$ cat src/rtl/csa_pkg.sv
// Package: shared helpers for the conditional sum adder.
// Assumes: widths are positive.
package csa_pkg;

    // Rounds a width up to the next power of two.
    function automatic int unsigned csa_pad_width(input int unsigned w);
        return 1 << $clog2(w);
    endfunction

    // Chooses between the two candidates of a pair under one select line.
    function automatic logic csa_pick(input logic sel, input logic when0, input logic when1);
        return sel ? when1 : when0;
    endfunction

endpackage

$ cat src/rtl/csa_cond_cell_row.sv
// Module: a row of conditional cells, one for each padded bit position.
// Each cell gives a sum/carry pair for an assumed carry-in of 0 and a second
// pair for an assumed carry-in of 1. Neither pair depends on the real carry.
// Assumes: PW is a power of two.
module csa_cond_cell_row #(
    parameter int PW = 16
) (
    input  logic [PW-1:0] x,
    input  logic [PW-1:0] y,
    output logic [PW-1:0] s_if0,
    output logic [PW-1:0] s_if1,
    output logic [PW-1:0] c_if0,
    output logic [PW-1:0] c_if1
);
    for (genvar i = 0; i < PW; i++) begin : g_cell
        logic half;
        // Purpose: the half-sum that both candidate pairs share.
        assign half     = x[i] ^ y[i];
        // Purpose: the candidate pair for an assumed carry-in of 0.
        assign s_if0[i] = half;
        assign c_if0[i] = x[i] & y[i];
        // Purpose: the candidate pair for an assumed carry-in of 1.
        assign s_if1[i] = ~half;
        assign c_if1[i] = x[i] | y[i];
    end
endmodule

$ cat src/rtl/csa_merge_level.sv
// Module: one merge level. It joins neighbouring sections of K bits into
// sections of 2K bits. The lower section's bits pass through unchanged. For
// each assumption, the lower section's provisional carry selects the upper
// section's candidate pair, and all of its sum bits and its carry switch
// together.
// Assumes: PW is a power of two and K divides PW/2.
module csa_merge_level #(
    parameter int PW = 16,
    parameter int K  = 1
) (
    input  logic [PW-1:0]          in_s0,
    input  logic [PW-1:0]          in_s1,
    input  logic [PW/K-1:0]        in_c0,
    input  logic [PW/K-1:0]        in_c1,
    output logic [PW-1:0]          out_s0,
    output logic [PW-1:0]          out_s1,
    output logic [PW/(2*K)-1:0]    out_c0,
    output logic [PW/(2*K)-1:0]    out_c1
);
    localparam int NOUT = PW / (2 * K);

    for (genvar p = 0; p < NOUT; p++) begin : g_pair
        localparam int LB = 2 * p * K;
        localparam int UB = LB + K;
        logic sel0, sel1;

        // Purpose: the lower section's carries, one for each assumption.
        assign sel0 = in_c0[2*p];
        assign sel1 = in_c1[2*p];

        // Purpose: the lower half passes through unchanged.
        assign out_s0[LB +: K] = in_s0[LB +: K];
        assign out_s1[LB +: K] = in_s1[LB +: K];

        // Purpose: the upper half takes the candidate chosen by the lower carry.
        for (genvar q = 0; q < K; q++) begin : g_bit
            assign out_s0[UB+q] = csa_pkg::csa_pick(sel0, in_s0[UB+q], in_s1[UB+q]);
            assign out_s1[UB+q] = csa_pkg::csa_pick(sel1, in_s0[UB+q], in_s1[UB+q]);
        end

        // Purpose: the merged section's carry is the selected upper carry.
        assign out_c0[p] = csa_pkg::csa_pick(sel0, in_c0[2*p+1], in_c1[2*p+1]);
        assign out_c1[p] = csa_pkg::csa_pick(sel1, in_c0[2*p+1], in_c1[2*p+1]);
    end
endmodule

$ cat src/rtl/csa_final_pick.sv
// Module: the last step. The real carry-in chooses between the two
// candidates that each span the whole word.
// Assumes: both candidates are complete.
module csa_final_pick #(
    parameter int PW = 16
) (
    input  logic [PW-1:0] s_if0,
    input  logic [PW-1:0] s_if1,
    input  logic          c_if0,
    input  logic          c_if1,
    input  logic          carry_in,
    output logic [PW-1:0] full_sum,
    output logic          full_carry
);
    // Purpose: select the whole sum word and its carry under one line.
    always_comb begin
        full_sum   = carry_in ? s_if1 : s_if0;
        full_carry = csa_pkg::csa_pick(carry_in, c_if0, c_if1);
    end
endmodule

$ cat src/rtl/cond_sum_adder.sv
// Module: top of the conditional sum adder. It is combinational and has no
// clock or reset. It pads the operands to a power of two, builds the cell row
// and log2 merge levels, and makes the final carry-in selection.
// Assumes: WIDTH >= 1. When WIDTH is not a power of two, cout is read from the
// padded sum bit just above the real width.
module cond_sum_adder #(
    parameter int WIDTH = 16
) (
    input  logic [WIDTH-1:0] op_a,
    input  logic [WIDTH-1:0] op_b,
    input  logic             cin,
    output logic [WIDTH-1:0] sum,
    output logic             cout
);
    localparam int PW     = csa_pkg::csa_pad_width(WIDTH);
    localparam int LEVELS = $clog2(PW);

    logic [PW-1:0] a_pad, b_pad;
    logic [PW-1:0] full_sum;
    logic          full_carry;

    // Purpose: widen the operands with zeros to the padded width.
    always_comb begin
        a_pad = '0;
        b_pad = '0;
        a_pad[WIDTH-1:0] = op_a;
        b_pad[WIDTH-1:0] = op_b;
    end

    for (genvar l = 0; l <= LEVELS; l++) begin : g_lvl
        localparam int NSEC = PW >> l;
        logic [PW-1:0]   s0, s1;
        logic [NSEC-1:0] c0, c1;
        if (l == 0) begin : g_cells
            csa_cond_cell_row #(.PW(PW)) u_cells (
                .x     (a_pad),
                .y     (b_pad),
                .s_if0 (s0),
                .s_if1 (s1),
                .c_if0 (c0),
                .c_if1 (c1)
            );
        end else begin : g_merge
            csa_merge_level #(.PW(PW), .K(1 << (l - 1))) u_merge (
                .in_s0  (g_lvl[l-1].s0),
                .in_s1  (g_lvl[l-1].s1),
                .in_c0  (g_lvl[l-1].c0),
                .in_c1  (g_lvl[l-1].c1),
                .out_s0 (s0),
                .out_s1 (s1),
                .out_c0 (c0),
                .out_c1 (c1)
            );
        end
    end

    csa_final_pick #(.PW(PW)) u_final (
        .s_if0      (g_lvl[LEVELS].s0),
        .s_if1      (g_lvl[LEVELS].s1),
        .c_if0      (g_lvl[LEVELS].c0[0]),
        .c_if1      (g_lvl[LEVELS].c1[0]),
        .carry_in   (cin),
        .full_sum   (full_sum),
        .full_carry (full_carry)
    );

    // Purpose: drop the padding and take the carry from the real top bit.
    if (PW == WIDTH) begin : g_exact
        assign sum  = full_sum;
        assign cout = full_carry;
    end else begin : g_padded
        assign sum  = full_sum[WIDTH-1:0];
        assign cout = full_sum[WIDTH];
    end
endmodule

$ cat config.mk
export PLATFORM = sky130hd
export DESIGN_NAME = cond_sum_adder
export DESIGN_NICKNAME = d
export VERILOG_FILES = /design/src/rtl/csa_pkg.sv /design/src/rtl/csa_cond_cell_row.sv /design/src/rtl/csa_merge_level.sv /design/src/rtl/csa_final_pick.sv /design/src/rtl/cond_sum_adder.sv
export SDC_FILE = /design/constraint.sdc
export NUM_CORES = 1
export LEC_CHECK = 0
export BUFFER_PORTS_ARGS = -buffer_cell sky130_fd_sc_hd__buf_2
export CAP_MARGIN = 20
export CELL_PAD_IN_SITES_DETAIL_PLACEMENT = 0
export CELL_PAD_IN_SITES_GLOBAL_PLACEMENT = 2
export CORE_ASPECT_RATIO = 1.1
export CORE_UTILIZATION = 25
export DETAILED_ROUTE_END_ITERATION = 12
export PLACE_DENSITY_LB_ADDON = 0.1
export SETUP_SLACK_MARGIN = 0.5
export SYNTH_ARGS = -nofsm -noshare
export SYNTH_HDL_FRONTEND = slang
export SYNTH_SLANG_ARGS = --single-unit
$ cat constraint.sdc
create_clock -name vclk -period 1.8
set_input_delay 0 -clock vclk [all_inputs]
set_output_delay 0 -clock vclk [all_outputs]
set_load 0.05 [all_outputs]
# Yosys cells after proc, flatten, opt, wreduce, memory -nomap -nowiden
# Cells that the tools add are included.
[classes]
muxes = 96
bitwise_logic = 64
[op_table]
columns = ["op", "count"]
rows = [
  ["2-to-1 mux 1 bit", 95],
  ["AND 1 bit", 16],
  ["2-to-1 mux 16 bit", 1],
  ["inverter 1 bit", 16],
  ["bitwise OR 1 bit", 16],
  ["bitwise XOR 1 bit", 16],
]
[word_totals]
reg_bits = 0
input_bits = 33
output_inout_bits = 17

# Logic depth before layout (Yosys ltp)
# Gate-level depths: netlist (run 1).
[logic_depth]
depth_word = 7
ltp_mapped = 11
depth_no_buf = 10

# Cells and area by module
# A second synthesis (run 1) with hierarchy kept.
[unflattened]
hier_cells = 291
hier_area_um2 = 2650.0
[by_module_without_submodules]
columns = ["module", "n_inst", "cells_per_inst", "area_per_inst_um2", "seq_area_each_um2"]
rows = [
  ["csa_cond_cell_row", 1, 112, 760.7, 0.0],
  ["csa_merge_level at g_lvl[1].g_merge.u_merge", 1, 48, 480.5, 0.0],
  ["csa_merge_level at g_lvl[4].g_merge.u_merge", 1, 36, 412.9, 0.0],
  ["csa_merge_level at g_lvl[2].g_merge.u_merge", 1, 40, 390.4, 0.0],
  ["csa_merge_level at g_lvl[3].g_merge.u_merge", 1, 36, 345.3, 0.0],
  ["csa_final_pick", 1, 19, 260.2, 0.0],
]

# Worst setup path before layout (run 1)
# OpenSTA, ideal clock, no wires.
[synth_timing]
path_kind = "input to output"
start = "input op_a[1]"
end = "output sum[13]"
arrival_time_ps = 2614
setup_slack_ps = -814
path_stages = 10
path_buffers = 0
cell_sequence = "inv_1 -> ha_1 -> and3b_1 -> o22ai_1 -> nand2_1 -> or4_4 -> o211ai_4 -> mux2i_1 -> mux2i_1 -> xor2_1"
[synth_via]
elab_chain_len = 6
word_cells_on_any_way = 11
cone_classes = "9 x mux; 2 x bitwise"
[synth_lines]
columns = ["element", "line_no", "rtl"]
rows = [
  ["start: declaration", "cond_sum_adder.sv:9", "input logic [WIDTH-1:0] op_a,"],
  ["AND 1 bit or bitwise OR 1 bit (tied branches)", "csa_cond_cell_row.sv:21, csa_cond_cell_row.sv:24", ""],
  ["2-to-1 mux 1 bit (4 in series)", "csa_pkg.sv:12", "return sel ? when1 : when0;"],
  ["2-to-1 mux 16 bit *", "csa_final_pick.sv:17", "full_sum = carry_in ? s_if1 : s_if0;"],
  ["end: declaration", "cond_sum_adder.sv:12", "output logic [WIDTH-1:0] sum,"],
]
# Every way passes the cells marked *; elsewhere a longest branch is shown, timed or not.

# Worst setup path in the final report (run 1)
[layout_timing]
start = "input op_b[0]"
end = "output sum[13]"
[layout_via]
elab_chain_len = 6
word_cells_on_any_way = 11
cone_classes = "9 x mux; 2 x bitwise"
[layout_lines]
columns = ["element", "line_no", "rtl"]
rows = [
  ["start: declaration", "cond_sum_adder.sv:10", "input logic [WIDTH-1:0] op_b,"],
  ["AND 1 bit or bitwise OR 1 bit (tied branches)", "csa_cond_cell_row.sv:21, csa_cond_cell_row.sv:24", ""],
  ["2-to-1 mux 1 bit (4 in series)", "csa_pkg.sv:12", ""],
  ["2-to-1 mux 16 bit *", "csa_final_pick.sv:17", ""],
]
# Marked as above.

==> flow_summary.json, run 1 <==
{
  "num_vias": 1290,
  "timing.critical_path.arrival_ns": 2.33,
  "netlist_top_cells_area": "ha_1 (33%), inv_1 (12%), mux2i_1 (9.9%), xnor2_1 (5.8%), xor2_1 (5.8%)",
  "fmax_ghz": 0.4285,
  "insertedDiodeCount": 0,
  "crit_cells": 11,
  "std_cell_rows": 26,
  "seq_area_frac_synth_pct": 0,
  "synth_area_leader_cell": "ha_1",
  "hold_start": "cin",
  "synth_area_sq_um": 1212,
  "cp_cell_sequence": "buf_8, ha_4, nor2b_4, o221ai_2, nand2_2, or4_4, o211ai_4, mux2i_4, mux2i_4, xor2_4, buf_6",
  "outcome": "finished, violations left",
  "route.antenna.remaining_nets": 0,
  "drv_slew": 0,
  "post_synthesis_share_of_cell_area_spent_on_and_or_nand_and_nor_gates_pct": 18.68,
  "grt_first_pass_wirelength_mm": 4.623,
  "cpPeakStageDelay_ns": 0.53,
  "netlist_instances": 160,
  "flops_and_latches": 0,
  "dp_hpwl_mm": 2.527,
  "synth_cell_type_count": 33,
  "chipWidth_microns": 68.40,
  "timing.final.hold_violations": 0,
  "post_place_cell_area_sq_um": 2049,
  "synthesis.nets": 225,
  "seqCellArea_sq_um": 0,
  "router_iterations_before_antenna_repair": 4,
  "postSynthAreaPerCell_sq_um": 7.578,
  "place.gp.congestion": 0.7004,
  "number_of_antenna_violations_at_the_first_check_in_global_routing": 0,
  "p_leak_nw": 1.183,
  "powerDensity_nw_per_um2": 592.0,
  "rsz_0062_raised_after_global_routing": "true",
  "grt_remaining_overflow": 0,
  "start_util_pct": 26.06,
  "hp_class": "in2out",
  "pin_count": 50,
  "min_delay_worst_endpoint": "sum[0]",
  "detail_route.wl_per_cell_microns": 9.891,
  "max_transition_margin_pct": 75.96,
  "yosys.area.top_type_share_pct": 33.02,
  "max-cap-violations": 0,
  "routed_via_density": 4.388,
  "dr.first_iter.drc_count": 21,
  "die-area_sq_um": 5133,
  "fillers": 450,
  "synth-xor-area-share_pct": 11.56,
  "stdcell_area_sq_um": 2375,
  "cp.required_ns": 1.80,
  "critical-path-top-cell-by-count": "mux2i_4",
  "path_buf_inv": 2,
  "synthToLayoutAreaGrowth_pct": 95.87,
  "timing.final.setup_violations": 12,
  "ir_worst_vdd_mv": 0.3919,
  "top_delay_family_on_crit_path": "simple AND/OR/NAND/NOR gates",
  "fin_worst_hold_slack_ns": 0.5080,
  "cp-end-kind": "output port",
  "fin_ws_ns": -0.5338,
  "port-buffer-count": 50,
  "cts_hold_buf": 0,
  "final.clkbuf_count": 0,
  "period_needed_ns": 2.334,
  "yosysWarnings": 0,
  "coreArea_sq_um": 4652,
  "timing_worst_setup_path_type": "in2out",
  "muxShareOfSynthArea_pct": 11.76,
  "drt_drc_violations_left": 0,
  "cp-start-kind": "primary input",
  "maximum_number_of_pins_on_one_net_before_global_route_repair": 6,
  "layout_worst_path_cycle_share_pct": 129.7,
  "grt_pass1_vias": 1202,
  "synth_compound_gate_area_share_pct": 12.28,
  "die_boundary_height_microns": 75.04,
  "critical_path.slowest_cell": "or4_4",
  "adder_and_majority_cell_fraction_of_the_synthesized_area_pct": 33.02,
  "violations_in_the_final_reports": "setup timing",
  "wirelength_mm": 2.908,
  "final_layout_size_suffix_gt1_share_pct": 57.98,
  "design.final.nets": 305,
  "worst_hold_path.num_cells": 4,
  "crit_fanout": 5,
  "synth_top_family_by_area": "adder cells",
  "grt_use_total_pct": 11.13,
  "worstMarginPinSlew_ns": 0.3588
}
-- final cells by class --
cell class         instances  area (sq um)  area share, %
inverters                 38         175.2          7.376
multi-input cells        121          1486          62.59
well taps                 56         70.07          2.950
repair buffers            79         643.1          27.08
-- kinds of logic after synthesis --
| logic type | after synthesis |
|---|---|
| buf+inv | 39 |
| xor+xnor | 16 |
| fa+ha+maj | 32 |
| mux | 13 |
| compound gates | 20 |
| simple gates | 40 |
-- cell usage after synthesis (all sizes together) --
master and instances:
o211ai 3, nor3 1, and3b 1, nand2b 2, or3b 3, o22ai 2
xnor2 8, a2bb2o 1, xor2 8, nor2b 6, nand3 2, a21o 1
and3 1, ha 32, nand2 13, nor2 5, a211o 2, or2 3
mux2i 13, a21oi 4, a211oi 1, o2bb2ai 1, buf 1, or4 1
o221ai 1, and2 2, inv 38, o21ai 4
-- how the worst max path moves through the flow --
stage                  from       to  slack [ns]
finish              op_b[0]  sum[13]       -0.53
global route        op_a[1]  sum[15]       -0.65
CTS                 op_a[5]  sum[11]       -0.53
detailed placement  op_b[2]  sum[13]       -0.77
global placement    op_b[2]  sum[13]       -0.75
floorplan           op_b[2]  sum[13]       -0.47
-- power breakdown --
part	leakage, nW	total (mW)	internal [mW]	switching (mW)
sequential	0	0	0	0
combinational	1.18	1.41	0.643	0.763
clock	0	0	0	0
total	1.18	1.41	0.643	0.763
-- metrics by stage --
stage | util (%) | setup TNS, ns | setup WS [ns] | std cells | power, mW
finish | 51.05 | -4.861 | -0.5338 | 294 | 1.406
global route | 51.05 | -6.110 | -0.6487 | 294 | 1.487
detailed placement | 44.06 | -7.118 | -0.7698 | 288 | 1.181
floorplan | - | -3.239 | -0.4746 | 160 | 0.9095
CTS | 48.17 | -4.623 | -0.5261 | 290 | 1.336
global placement | 44.06 | -6.807 | -0.7536 | 288 | 1.166
-- metal layers --
| metal | routed length [microns] | GRT usage [%] | vias up |
|---|---|---|---|
| met5 | 0 | 0 | - |
| met4 | 0 | 0 | 0 |
| met3 | 78 | 0 | 0 |
| met2 | 1656 | 23.64 | 27 |
| met1 | 1172 | 12.69 | 595 |
| li1 | - | - | 668 |
-- placed cells by master, fill, tap and decap left out, types with 3 or more instances in the layout --
cell type	n
mux2i_4	5
xor2_4	4
buf_4	27
buf_6	20
xnor2_2	4
inv_4	6
buf_2	27
inv_1	30
or3b_1	3
nor2b_4	3
xnor2_4	3
ha_4	7
nand2_1	9
mux2i_2	3
mux2i_1	5
nor2_1	4
buf_8	4
ha_1	23
nand2_2	4
-- what timing repair did --
| item | in CTS | in global routing |
|---|---|---|
| pin swaps | 11 | 13 |
| gates resized for setup | 53 | 25 |
| setup endpoints to repair | 15 | 15 |
| setup buffers | 2 | 4 |
Note: power is estimated with default switching activity, not from simulation.
==> run 2, diff against run 1 <==
--- a/config.mk
+++ b/config.mk
@@ -5,6 +5,7 @@
 export SDC_FILE = /design/constraint.sdc
 export NUM_CORES = 1
 export LEC_CHECK = 0
+export ABC_AREA = 1
 export BUFFER_PORTS_ARGS = -buffer_cell sky130_fd_sc_hd__buf_2
 export CAP_MARGIN = 20
 export CELL_PAD_IN_SITES_DETAIL_PLACEMENT = 0
@@ -12,7 +13,7 @@
 export CORE_ASPECT_RATIO = 1.1
 export CORE_UTILIZATION = 25
 export DETAILED_ROUTE_END_ITERATION = 12
-export PLACE_DENSITY_LB_ADDON = 0.1
+export PLACE_DENSITY_LB_ADDON = 0.15
 export SETUP_SLACK_MARGIN = 0.5
 export SYNTH_ARGS = -nofsm -noshare
 export SYNTH_HDL_FRONTEND = slang
==> flow_summary.json, run 2 <==
{
  "outcome": "completed",
  "num_vias": 2310,
  "detail_route.wl_per_cell_microns": 10.85,
  "port-buffer-count": 50,
  "fin_ws_ns": 0.5002,
  "grt_pass1_vias": 2150,
  "std_cell_rows": 33,
  "wirelength_mm": 5.763,
  "crit_fanout": 8,
  "start_util_pct": 26.03,
  "routed_via_density": 4.350,
  "grt_remaining_overflow": 0,
  "synth_cell_type_count": 17,
  "drv_slew": 0,
  "grt_first_pass_wirelength_mm": 9.190,
  "netlist_top_cells_area": "nand2_1 (31%), ha_1 (20%), inv_1 (11%), nand2_2 (5.7%), xnor2_1 (5.3%)",
  "place.gp.congestion": 0.7142,
  "insertedDiodeCount": 0,
  "pin_count": 50,
  "route.antenna.remaining_nets": 0,
  "period_needed_ns": 1.300,
  "powerDensity_nw_per_um2": 466.2,
  "seq_area_frac_synth_pct": 0,
  "die-area_sq_um": 8227,
  "ir_worst_vdd_mv": 0.2001,
  "chipWidth_microns": 86.57,
  "most-common-layout-cells": "nand2_1 (105), nand2_2 (54), inv_1 (28)",
  "synth_commonest_cells": "nand2_1 (161), inv_1 (57), ha_1 (32), nand3_1 (19), nand2_2 (18)",
  "die_boundary_height_microns": 95.03,
  "design.final.nets": 493,
  "grt_use_total_pct": 13.27,
  "synthToLayoutAreaGrowth_pct": 79.39,
  "number_of_antenna_violations_at_the_first_check_in_global_routing": 0,
  "synthMostInstantiatedCell": "nand2_1",
  "timing.final.setup_violations": 0,
  "flops_and_latches": 0,
  "cp-start-kind": "primary input",
  "hp_class": "in2out",
  "drt_drc_violations_left": 0,
  "p_leak_nw": 1.749,
  "synth_area_sq_um": 1967,
  "final.clkbuf_count": 0,
  "fmax_ghz": 0.7694,
  "cp-end-kind": "output port",
  "timing.final.hold_violations": 0,
  "router_iterations_before_antenna_repair": 4,
  "dr.first_iter.drc_count": 25,
  "final_layout_size_suffix_gt1_share_pct": 59.86,
  "rsz_0062_raised_after_global_routing": "true",
  "seqCellArea_sq_um": 0,
  "layout.cells.most_common": "nand2_1",
  "netlist_instances": 365,
  "maximum_number_of_pins_on_one_net_before_global_route_repair": 16,
  "cp.required_ns": 1.80,
  "timing_worst_setup_path_type": "in2out",
  "dp_hpwl_mm": 4.267,
  "layout_worst_path_cycle_share_pct": 72.21,
  "yosys.area.top_type_share_pct": 30.73,
  "max_transition_margin_pct": 73.84,
  "cts_hold_buf": 0,
  "synth_area_leader_cell": "nand2_1",
  "timing.critical_path.arrival_ns": 1.30,
  "worstMarginPinSlew_ns": 0.3919,
  "max-cap-violations": 0,
  "postSynthAreaPerCell_sq_um": 5.389,
  "detailedPlace.worstSlack_ns": 0.2983,
  "timing.setup.tns_ns": 0,
  "synthesis.nets": 430,
  "yosysWarnings": 0,
  "coreArea_sq_um": 7556
}
run 2: worst max-delay path, cell delays in order:
cell and delay [ns]:
buf_2 0.12, inv_2 0.07, ha_4 0.17, nand2_2 0.07, o21ai_4 0.07, nand2_2 0.09, nand2_4 0.13, nand2_4 0.08
nand2_8 0.10, nand2_8 0.06, nand3b_1 0.11, nand2_2 0.06, buf_8 0.15
run 2: per-layer routing:
metal / wire (microns) / GRT usage, %
met3: 100 / 0.2597
met4: 15 / 0.4167
met2: 3202 / 27.25
met1: 2444 / 15.96
met5: 0 / 0
run 2: repair_timing:
item	CTS	global route
endpoints found under the hold margin	0	0
setup endpoints to repair	14	14
buffers inserted	6	6
pin swaps	60	68
gates resized for setup	181	123
run 2: metrics by stage:
step	cells	power [mW]	cell area (sq um)	utilization, %	hold WS (ns)
floorplan	365	0.8876	1989	-	0.3677
global route	531	1.776	3528	46.70	0.5141
global placement	519	1.140	2360	31.23	0.5405
finish	531	1.645	3528	46.70	0.4932
detailed placement	519	1.138	2360	31.23	0.5403
CTS	525	1.433	3034	40.16	0.5197
run 2: final timing paths:
| path | startpoint | to | slack (ns) | depth (start not counted) |
|---|---|---|---|---|
| worst max-delay path | op_a[2] | sum[8] | 0.50 | 13 |
| worst min-delay path | op_b[4] | sum[4] | 0.49 | 5 |
run 2: final cells by class:
| cell class | count | area (sq um) |
|---|---|---|
| Fill cell | 801 | 4028 |
| Timing Repair Buffer | 63 | 573.1 |
| Tap cell | 105 | 131.4 |
| Inverter | 59 | 239.0 |
| Multi-Input combinational cell | 304 | 2585 |
run 2: where the power goes:
part,switching (mW),total [mW],internal [mW]
Clock,0,0,0
Combinational,0.986,1.65,0.659
Sequential,0,0,0
Total,0.986,1.65,0.659
run 2: cell families after synthesis:
family / synth area share [%]
and+or+nand+nor: 50.26
buffers and inverters: 12.21
adders and majority gates: 20.36
AOI/OAI and AO/OA: 7.824
xor gates and xnor gates: 9.351
==> run 3, diff against run 2 <==
--- a/config.mk
+++ b/config.mk
@@ -5,13 +5,13 @@
 export SDC_FILE = /design/constraint.sdc
 export NUM_CORES = 1
 export LEC_CHECK = 0
-export ABC_AREA = 1
+export ABC_AREA = 0
 export BUFFER_PORTS_ARGS = -buffer_cell sky130_fd_sc_hd__buf_2
 export CAP_MARGIN = 20
 export CELL_PAD_IN_SITES_DETAIL_PLACEMENT = 0
 export CELL_PAD_IN_SITES_GLOBAL_PLACEMENT = 2
 export CORE_ASPECT_RATIO = 1.1
-export CORE_UTILIZATION = 25
+export CORE_UTILIZATION = 27
 export DETAILED_ROUTE_END_ITERATION = 12
 export PLACE_DENSITY_LB_ADDON = 0.15
 export SETUP_SLACK_MARGIN = 0.5
==> constraint.sdc (replaced) <==
create_clock -name vclk -period 1.3
set_input_delay 0 -clock vclk [all_inputs]
set_output_delay 0 -clock vclk [all_outputs]
set_load 0.05 [all_outputs]
==> flow_summary.json, run 3 (synthesis results as in run 1) <==
{
  "most-common-layout-cells": "inv_1 (30), buf_4 (29), buf_2 (25)",
  "final.clkbuf_count": 0,
  "maximum_number_of_pins_on_one_net_before_global_route_repair": 6,
  "cp-start-kind": "primary input",
  "pin_count": 50,
  "cp.required_ns": 1.30,
  "timing.final.setup_violations": 14,
  "detail_route.wl_per_cell_microns": 9.668,
  "layout.cells.most_common": "inv_1",
  "number_of_antenna_violations_at_the_first_check_in_global_routing": 0,
  "grt_first_pass_wirelength_mm": 4.788,
  "chipWidth_microns": 65.89,
  "grt_remaining_overflow": 0,
  "timing.setup.tns_ns": -10.84,
  "router_iterations_before_antenna_repair": 4,
  "coreArea_sq_um": 4317,
  "dr.first_iter.drc_count": 46,
  "timing.final.hold_violations": 0,
  "insertedDiodeCount": 0,
  "place.gp.congestion": 0.6971,
  "timing.critical_path.arrival_ns": 2.31,
  "grt_use_total_pct": 12.00,
  "multi_input_area_sq_um": 1511,
  "rsz_0062_raised_after_global_routing": "true",
  "p_leak_nw": 1.187,
  "power_frac_clock_pct": 0,
  "outcome": "finished, violations left",
  "cp-end-kind": "output port",
  "powerDensity_nw_per_um2": 812.4,
  "max_transition_margin_pct": 77.09,
  "post_place_cell_area_sq_um": 2115,
  "cts_hold_buf": 0,
  "design.final.nets": 305,
  "hold_start": "op_b[3]",
  "dp_hpwl_mm": 2.478,
  "num_vias": 1287,
  "port-buffer-count": 50,
  "power_switching_share_pct": 54.15,
  "flops_and_latches": 0,
  "final_layout_size_suffix_gt1_share_pct": 56.72,
  "routed_via_density": 4.408,
  "ir_worst_vdd_mv": 0.4200,
  "layout_worst_path_cycle_share_pct": 178.0,
  "seqCellArea_sq_um": 0,
  "die-area_sq_um": 4763,
  "wirelength_mm": 2.823,
  "max-cap-violations": 0,
  "drt_drc_violations_left": 0,
  "detailedPlace.worstSlack_ns": -1.257,
  "internal_power_mw": 0.8878,
  "timing_worst_setup_path_type": "in2out",
  "start_util_pct": 28.09,
  "synthToLayoutAreaGrowth_pct": 96.59,
  "drv_slew": 0,
  "fin_ws_ns": -1.014,
  "power.net_switching_mw": 1.049,
  "die_boundary_height_microns": 72.28,
  "fillers": 400,
  "std_cell_rows": 25,
  "grt_pass1_vias": 1216,
  "stdcell_area_sq_um": 2384,
  "worstMarginPinSlew_ns": 0.3400,
  "power.share.sequential_pct": 0,
  "timing.critical_path.from": "op_a[1]",
  "crit_fanout": 5,
  "hp_class": "in2out",
  "route.antenna.remaining_nets": 0,
  "combinationalPowerShare_pct": 100.0,
  "violations_in_the_final_reports": "setup timing",
  "fmax_ghz": 0.4322,
  "period_needed_ns": 2.314
}
## run 3: final cells by class
class / instances / area share, %
tap: 54 / 2.835
inverter: 38 / 7.034
timing repair buffer: 79 / 26.72
multi-input combinational: 121 / 63.41
## run 3: path summary, 6_finish.rpt
path	endpoint	slack, ns	cells past startpoint
max	sum[15]	-1.01	12
min	sum[3]	0.50	5
## run 3: critical path: stages
cell	delay, ns
buf_6	0.08
inv_2	0.04
ha_4	0.17
nor2b_4	0.13
o221ai_2	0.15
nand2_2	0.08
or4_4	0.53
o211ai_4	0.17
mux2i_4	0.34
mux2i_4	0.32
xnor2_4	0.14
buf_6	0.17
## run 3: routing by layer
layer | global-route usage [%] | routed length, microns | vias up
met3 | 0.3145 | 108 | 0
met2 | 25.17 | 1669 | 27
met1 | 13.75 | 1045 | 590
met5 | 0 | 0 | -
met4 | 0 | 0 | 0
li1 | - | - | 670
## run 3: power groups by stage
stage | Sequential (mW) | Clock [mW] | Combinational (mW)
floorplan | 0 | 0 | 1.30
finish | 0 | 0 | 1.94
CTS | 0 | 0 | 1.90
global route | 0 | 0 | 2.04
detailed placement | 0 | 0 | 1.67
global placement | 0 | 0 | 1.66
## run 3: stage by stage
stage | power [mW] | std cells | hold WS (ns) | utilization [%]
global route | 2.039 | 292 | 0.5177 | 55.22
global placement | 1.656 | 288 | 0.5234 | 48.99
floorplan | 1.299 | 160 | 0.1250 | -
finish | 1.936 | 292 | 0.4985 | 55.22
CTS | 1.904 | 291 | 0.5149 | 53.68
detailed placement | 1.673 | 288 | 0.5351 | 48.99
## run 3: repair_timing
action / in CTS / in global routing
pin swaps: 14 / 12
setup buffers: 3 / 1
gates resized for setup: 55 / 15
endpoints found under the setup margin: 17 / 16
